--- config.mk ---
export PLATFORM = sky130hd
export DESIGN_NAME = trig_irq_ctrl
export DESIGN_NICKNAME = d
export VERILOG_FILES = /design/src/rtl/trig_irq_pkg.sv /design/src/rtl/trig_sync.sv /design/src/rtl/trig_debounce.sv /design/src/rtl/trig_prio.sv /design/src/rtl/trig_irq_ctrl.sv
export SDC_FILE = /design/constraint.sdc
export NUM_CORES = 1
export LEC_CHECK = 0
export BUFFER_PORTS_ARGS = -buffer_cell sky130_fd_sc_hd__buf_2
export CORE_MARGIN = 3
export CORE_UTILIZATION = 32
export CTS_BUF_LIST = sky130_fd_sc_hd__clkbuf_2
export CTS_CLUSTER_SIZE = 20
export DETAILED_ROUTE_END_ITERATION = 10
export GPL_TIMING_DRIVEN = 0
export PLACE_DENSITY_LB_ADDON = 0.05
export SLEW_MARGIN = 20
export SYNTH_ARGS = -nofsm -noshare
export SYNTH_HDL_FRONTEND = slang
export SYNTH_SLANG_ARGS = --single-unit
--- constraint.sdc ---
create_clock -name clk -period 2.1 [get_ports clk]
set_input_delay 0.42 -clock clk [delete_from_list [all_inputs] [get_ports clk]]
set_output_delay 0.42 -clock clk [all_outputs]
set_load 0.01 [all_outputs]
--- src/rtl/trig_irq_pkg.sv ---
package trig_irq_pkg;

  // accepted transitions of one debounced pin
  typedef struct packed {
    logic rise;
    logic fall;
  } edge_pair_t;

  // debounce window in cycles for the chosen setting
  function automatic int unsigned deb_window(input logic use_long,
                                             input int unsigned long_cyc,
                                             input int unsigned short_cyc);
    return use_long ? long_cyc : short_cyc;
  endfunction

endpackage

--- src/rtl/trig_sync.sv ---
module trig_sync (
  input  logic clk,
  input  logic rst_n,
  input  logic d_i,
  output logic q_o
);
  logic s1, s2;

  always_ff @(posedge clk or negedge rst_n) begin
    if (!rst_n) begin
      s1 <= 1'b1;
      s2 <= 1'b1;
    end else begin
      s1 <= d_i;
      s2 <= s1;
    end
  end

  assign q_o = s2;
endmodule

--- src/rtl/trig_debounce.sv ---
module trig_debounce #(
  parameter int CW = 6
) (
  input  logic                   clk,
  input  logic                   rst_n,
  input  logic                   din_i,
  input  logic [CW-1:0]          lim_i,
  output logic                   lvl_o,
  output trig_irq_pkg::edge_pair_t ev_o
);
  logic [CW-1:0] cnt;
  logic          differ;
  logic          accept;

  assign differ = din_i != lvl_o;
  // accept on the cycle the input has differed for the full window
  assign accept = differ && (cnt >= lim_i - CW'(1));

  always_ff @(posedge clk or negedge rst_n) begin
    if (!rst_n) begin
      cnt   <= '0;
      lvl_o <= 1'b1;
    end else if (accept) begin
      cnt   <= '0;
      lvl_o <= din_i;
    end else if (differ) begin
      cnt   <= cnt + CW'(1);
    end else begin
      cnt   <= '0;
    end
  end

  assign ev_o.rise = accept && din_i;
  assign ev_o.fall = accept && !din_i;
endmodule

--- src/rtl/trig_prio.sv ---
module trig_prio #(
  parameter int N = 8,
  localparam int VW = $clog2(N)
) (
  input  logic [N-1:0]  req_i,
  output logic          any_o,
  output logic [VW-1:0] idx_o
);
  function automatic logic [VW-1:0] lowest_set(input logic [N-1:0] v);
    logic [VW-1:0] r;
    r = '0;
    for (int i = N - 1; i >= 0; i--) begin
      if (v[i]) r = VW'(i);
    end
    return r;
  endfunction

  assign any_o = |req_i;
  assign idx_o = lowest_set(req_i);
endmodule

--- src/rtl/trig_irq_ctrl.sv ---
module trig_irq_ctrl #(
  parameter int NPINS         = 4,
  parameter int DEB_LONG_CYC  = 40,
  parameter int DEB_SHORT_CYC = 5,
  localparam int NEDGE = 2 * NPINS,
  localparam int VW    = $clog2(NEDGE),
  localparam int CW    = $clog2(DEB_LONG_CYC + 1)
) (
  input  logic             clk,
  input  logic             rst_n,
  input  logic [NPINS-1:0] pin_n_i,
  input  logic [NEDGE-1:0] edge_en_i,
  input  logic             deb_long_i,
  input  logic             pin4_is_trig_i,
  output logic             irq_o,
  output logic [VW-1:0]    irq_vec_o,
  output logic [NPINS-1:0] lvl_o
);
  import trig_irq_pkg::*;

  logic [CW-1:0]    lim;
  logic [NPINS-1:0] pin_sync;
  edge_pair_t       ev [NPINS];
  logic [NEDGE-1:0] edge_raw;
  logic [NEDGE-1:0] pin_keep;
  logic [NEDGE-1:0] edge_hit;   // enabled, accepted edges this cycle
  logic             hit_any;
  logic [VW-1:0]    hit_idx;

  assign lim = CW'(deb_window(deb_long_i, DEB_LONG_CYC, DEB_SHORT_CYC));

  for (genvar p = 0; p < NPINS; p++) begin : g_pin
    trig_sync u_sync (
      .clk   (clk),
      .rst_n (rst_n),
      .d_i   (pin_n_i[p]),
      .q_o   (pin_sync[p])
    );

    trig_debounce #(.CW(CW)) u_deb (
      .clk   (clk),
      .rst_n (rst_n),
      .din_i (pin_sync[p]),
      .lim_i (lim),
      .lvl_o (lvl_o[p]),
      .ev_o  (ev[p])
    );

    assign edge_raw[p]         = ev[p].fall;
    assign edge_raw[NPINS + p] = ev[p].rise;

    if (p == NPINS - 1) begin : g_shared
      assign pin_keep[p]         = pin4_is_trig_i;
      assign pin_keep[NPINS + p] = pin4_is_trig_i;
    end else begin : g_plain
      assign pin_keep[p]         = 1'b1;
      assign pin_keep[NPINS + p] = 1'b1;
    end
  end

  assign edge_hit = edge_raw & edge_en_i & pin_keep;

  trig_prio #(.N(NEDGE)) u_prio (
    .req_i (edge_hit),
    .any_o (hit_any),
    .idx_o (hit_idx)
  );

  always_ff @(posedge clk or negedge rst_n) begin
    if (!rst_n) begin
      irq_o     <= 1'b0;
      irq_vec_o <= '0;
    end else begin
      irq_o     <= hit_any;
      if (hit_any) irq_vec_o <= hit_idx;
    end
  end
endmodule

; ---- Word-level counts from Yosys, hierarchy flattened
; Cells that the tools add are included.
; Widths: inputs -> output; s select.
[totals]
ff_bits = 40
in_bits = 16
elab_cells = 67
[op_classes]
addsub = 5
magnitude_cmp = 4
eq_ne = 4
n_mux = 17
bitwise_logic = 2
reduce_logical = 17
[ops]
columns = op, count
row1 = $mux 6, 9
row2 = $add 6x1->6 const B, 4
row3 = $ge 6x6->1, 4
row4 = $mux 3, 8
row5 = $and 8x8->8, 2
row6 = $logic_and 1x1->1, 12
row7 = $reduce_or 8->1, 1
row8 = $sub 6x1->6 const B, 1
row9 = $logic_not 1->1, 4
row10 = $ne 1x1->1, 4

; ---- Logic depth before layout (Yosys ltp)
[depth]
ltp_word = 15
mapped_depth = 8

; ---- Hierarchy
; Synthesis repeated with hierarchy kept, for this count alone.
[unflattened]
cells_unflattened = 246
area_unflattened_um2 = 2630.0
[by_module_without_submodules]
columns = module, instances, cells_each, area_per_inst_um2
row1 = trig_debounce, 4, 52, 536.8
row2 = trig_sync, 4, 2, 52.6
row3 = trig_irq_ctrl, 1, 17, 191.4
row4 = trig_prio, 1, 13, 81.3

; ---- Least setup slack after synthesis
; No wires, ideal clock.
[synth_timing]
path_type = input -> register
from = input deb_long_i
to = register irq_vec_o[0]
setup_ns = 0.129
t_arrival_ns = 1.987
t_required_ns = 1.971
path_slack_ns = -0.016
cell_stages = 8
cell_sequence = inv_1 > ha_1 > nand2_2 > o311a_4 > or3_4 > and4b_4 > nand4_1 > nand3_1
[synth_via]
elab_chain_len = 15
[synth_lines]
columns = element, line_no
row1 = from (decl), trig_irq_ctrl.sv:13  ; input logic deb_long_i,
row2 = $mux 6 *, trig_irq_pkg.sv:13  ; return use_long ? long_cyc : short_cyc;
row3 = $sub 6x1->6 *, trig_debounce.sv:17  ; assign accept = differ && (cnt >= lim_i - CW'(1));
row4 = $ge 6x6->1, trig_debounce.sv:17
row5 = $logic_and 1x1->1, trig_debounce.sv:17
row6 = $logic_and 1x1->1, trig_debounce.sv:33  ; assign ev_o.rise = accept && din_i;
row7 = $and 8x8->8 * (2 in series), trig_irq_ctrl.sv:61  ; assign edge_hit = edge_raw & edge_en_i & pin_keep;
row8 = $mux 3 (8 in series), trig_prio.sv:13  ; if (v[i]) r = VW'(i);
row9 = to (signal assigned), trig_irq_ctrl.sv:75  ; if (hit_any) irq_vec_o <= hit_idx;
row10 = to (decl), trig_irq_ctrl.sv:16  ; output logic [VW-1:0] irq_vec_o,
; Mark *: on every way between the ends. The rest lies on a longest branch, timed or not.
; A chain may end at the register's enable or synchronous reset.

; ---- Worst setup path in the final report
; Ends and elaborated chain as after synthesis.

==> reports/summary.md <==
## Outcome
* result of the run: finished, final reports clean

## STA
* fin. max-slew vios: 0
* unrepaired setup endpoints after global routing: no
* final-report setup violation count: 0
* maximum achievable frequency: 0.497 GHz
* relative slew slack: 39.0%
* Hold Vio Cnt, Final: 0
* fraction of the cycle the final worst path needs: 95.8%
* worst clock skew: 0.0295 ns
* actual transition at the worst max-transition pin: 0.915 ns
* shortest period the worst path allows: 2.01 ns

## Die
* Top-Level Pins: 24
* height of the die: 86.2 um
* row cnt: 28
* starting density of the core: 33.9%
* Die W: 86.2 um
* Total Die Area: 0.00742 sq mm
* core area: 0.00606 sq mm

## Place
* Final HPWL DP: 2840 um
* Placed Cells incl. Taps: 291
* count of buffers inserted at the top-level ports: 23
* post-placement cell area: 0.00230 sq mm
* placer congestion estimate: 0.722

## Synthesis
* top area cells in the synthesized netlist: dfrtp_1 (34%), dfstp_2 (15%), ha_1 (9.7%)
* Post-Syn Instances: 193
* post-synthesis cell type with the largest combined area: dfrtp_1
* ranking of synthesized cells by instance count: nor2_1 (31), dfrtp_1 (28), ha_1 (16)
* Unique masters post-synth: 36
* Synth Warn #: 0
* number of enable-type register cells in the synthesized netlist: 0
* part of the Yosys area used for sequential elements: 49.4%
* dominant cell by count in the synthesized netlist: nor2_1
* Synth Area per Inst: 10.7 sq um
* number of register bits inferred by synthesis: 40
* share of synthesized registers carrying an async set or reset: 100%
* mapped cell area: 0.00206 sq mm
* top_reg_cell synth: dfrtp_1
* top-area cell type share of the netlist area: 34.1%
* post-synthesis net count: 225

## Drt
* first-iteration detailed-routing DRC count: 40
* DRC Markers: 0
* drt first pass iters: 4
* antenna viol nets, final: 0
* routed wire length: 4030 um
* routed vias/inst: 4.76
* Vias: 1446
* average detailed-routed wire length per instance: 13.3 um

## Finish
* post-route cell area: 0.00237 sq mm
* synthesis-to-finish area growth: 15.5%
* number of nets in the layout: 260
* antenna diode instance count: 0
* fraction of layout cells with a size suffix above 1: 31.4%
* final cell count without fillers: 304

## CTS
* total of hold buffers inserted after clock tree synthesis: 0
* clk root buf: clkbuf_2
* # H-tree levels: 2
* clk sinks: 40
* clock-pin slew reported for the worst setup and hold paths after clock tree synthesis: 0.22 ns
* Clk Latency, worst-skew pair: 0.40 ns
* clock tree from TritonCTS: yes
* TritonCTS buffer count: 5
* number of buffers on the longest clock path: 2

## Global route
* via count of the first global-routing pass: 1477
* largest net degree at the start of global routing: 41
* GRT Util Overall: 11.8%
* first-pass GRT wire length: 6810 um
* initial antenna violation count: 0
* grt ovf: 0

## Min path
* worst hold start: pin_n_i[3]
* Worst Hold Endpoint: g_pin[3].u_sync.s1
* Hold Path Stages: 1
* path class of the lowest-slack min-delay path: input pin to flop

## Setup path
* Worst Setup End Kind: flop
* WP data required: 2.43 ns
* maximum fanout encountered on the critical timing path: 5
* end of the worst register-to-register path: irq_vec_o[0]
* register-to-register setup slack: 0.11 ns
* number of cell instances on the worst register-to-register path: 7
* Critical Path Start Type: input pin
* r2r startpoint: g_pin[1].u_deb.cnt[1]
* worst setup path category: input pin to flop
* Arrival @ worst endpoint: 2.35 ns

## Power and ir drop
* Sw Ratio: 35.4%
* Pint: 0.00146 W
* peak ir drop on the vdd network: 0.366 mV
* Leakage Power: 1.11 nW
* combinational fraction of design power: 35.9%
* Sequential Power Share: 48.8%
* Sw Pwr: 0.000799 W
* total power divided by cell area: 951 mW/mm^2
* share of power burned in the clock network: 15.2%

## Run
* Max-cap violations: 0

==> through the flow <==
stage                     setup TNS [ns]  util (%)  hold WS (ns)  setup slack, ns  power, W
after detailed placement           -6.25      37.9         0.348           -0.475   0.00189
after global routing                   0      39.2        0.0116          0.00970   0.00245
after CTS                              0      38.8        0.0335           0.0852   0.00226
after floorplan                        0         -         0.124           0.0105   0.00166
final                                  0      39.2        0.0820           0.0885   0.00226
after global placement             -5.30      37.9         0.346           -0.446   0.00188
==> routing by layer <==
metal | wire [um] | vias up | track usage [%]
li1 | - | 722 | -
met1 | 1940 | 694 | 14.4
met2 | 1870 | 26 | 18.9
met3 | 185 | 4 | 3.94
met4 | 42 | 0 | 4.89
met5 | 0 | - | 0
==> cell usage in the layout, fill, tap and decap left out, types with 9 or more instances in the layout <==
master,instances
buf_4,9
ha_1,13
inv_1,10
buf_2,23
xor2_1,9
nor2_1,31
nand2_1,12
dfrtp_1,28
dfstp_2,12
nand3_1,12
==> flip-flops by register name, indices dropped and copies added, names as in the netlist <==
| name | count |
|---|---|
| g_pin.u_sync.q_o | 4 |
| irq_o | 1 |
| g_pin.u_deb.cnt | 24 |
| irq_vec_o | 3 |
| g_pin.u_deb.lvl_o | 4 |
| g_pin.u_sync.s1 | 4 |
==> worst max-delay path: stages <==
cell and delay (ns):
buf_2 0.18, clkinvlp_4 0.11, buf_4 0.17, ha_1 0.21, or4_4 0.50, a21oi_4 0.16
or3_2 0.17, and4b_4 0.25, nand4_1 0.09, nand3_1 0.09
==> power by group through the flow <==
stage | clock network, W | registers, W | logic [W]
after floorplan | 0 | 0.00111 | 0.000559
after global placement | 0 | 0.00113 | 0.000746
after detailed placement | 0 | 0.00114 | 0.000758
after CTS | 0.000373 | 0.00112 | 0.000770
after global routing | 0.000410 | 0.00113 | 0.000911
final | 0.000344 | 0.00110 | 0.000811
==> layout make-up <==
| cell class | count | area, sq um |
|---|---|---|
| Fill cell | 620 | 3690 |
| Sequential cell | 40 | 1020 |
| Multi-Input combinational cell | 138 | 996 |
| Timing Repair Buffer | 28 | 153 |
| Tap cell | 75 | 93.8 |
| Inverter | 11 | 45.0 |
| Clock buffer | 7 | 35.0 |
| Buffer | 4 | 30.0 |
| Clock inverter | 1 | 5.00 |
==> worst max-delay path by stage <==
stage,depth (start not counted),end,slack (ns),startpoint
final,10,irq_vec_o[0],0.09,deb_long_i
after global placement,9,irq_vec_o[0],-0.45,deb_long_i
after CTS,8,irq_vec_o[0],0.09,g_pin[1].u_deb.cnt[0]
after global routing,10,irq_vec_o[0],0.01,deb_long_i
after floorplan,8,irq_vec_o[0],0.01,deb_long_i
after detailed placement,9,irq_vec_o[0],-0.47,deb_long_i
==> logic make-up (layout without fill, tap and decap cells) <==
family	count (synthesis)	count (layout)	synth area share, %
AND/OR/NAND/NOR	83	83	20.7
AO/OA/AOI/OAI	18	18	7.24
flip-flops	40	40	49.4
multiplexers	4	4	2.19
buffers and inverters	15	51	3.47
adder cells (fa/ha/maj)	16	16	9.74
XOR/XNOR	17	17	7.24
==> what timing repair did <==
action	CTS	global route
endpoints found under the setup margin	1	1
gates resized for setup	0	0
setup buffers	2	3
cloned	0	0
No activity file was read; power rests on OpenSTA's default activity.
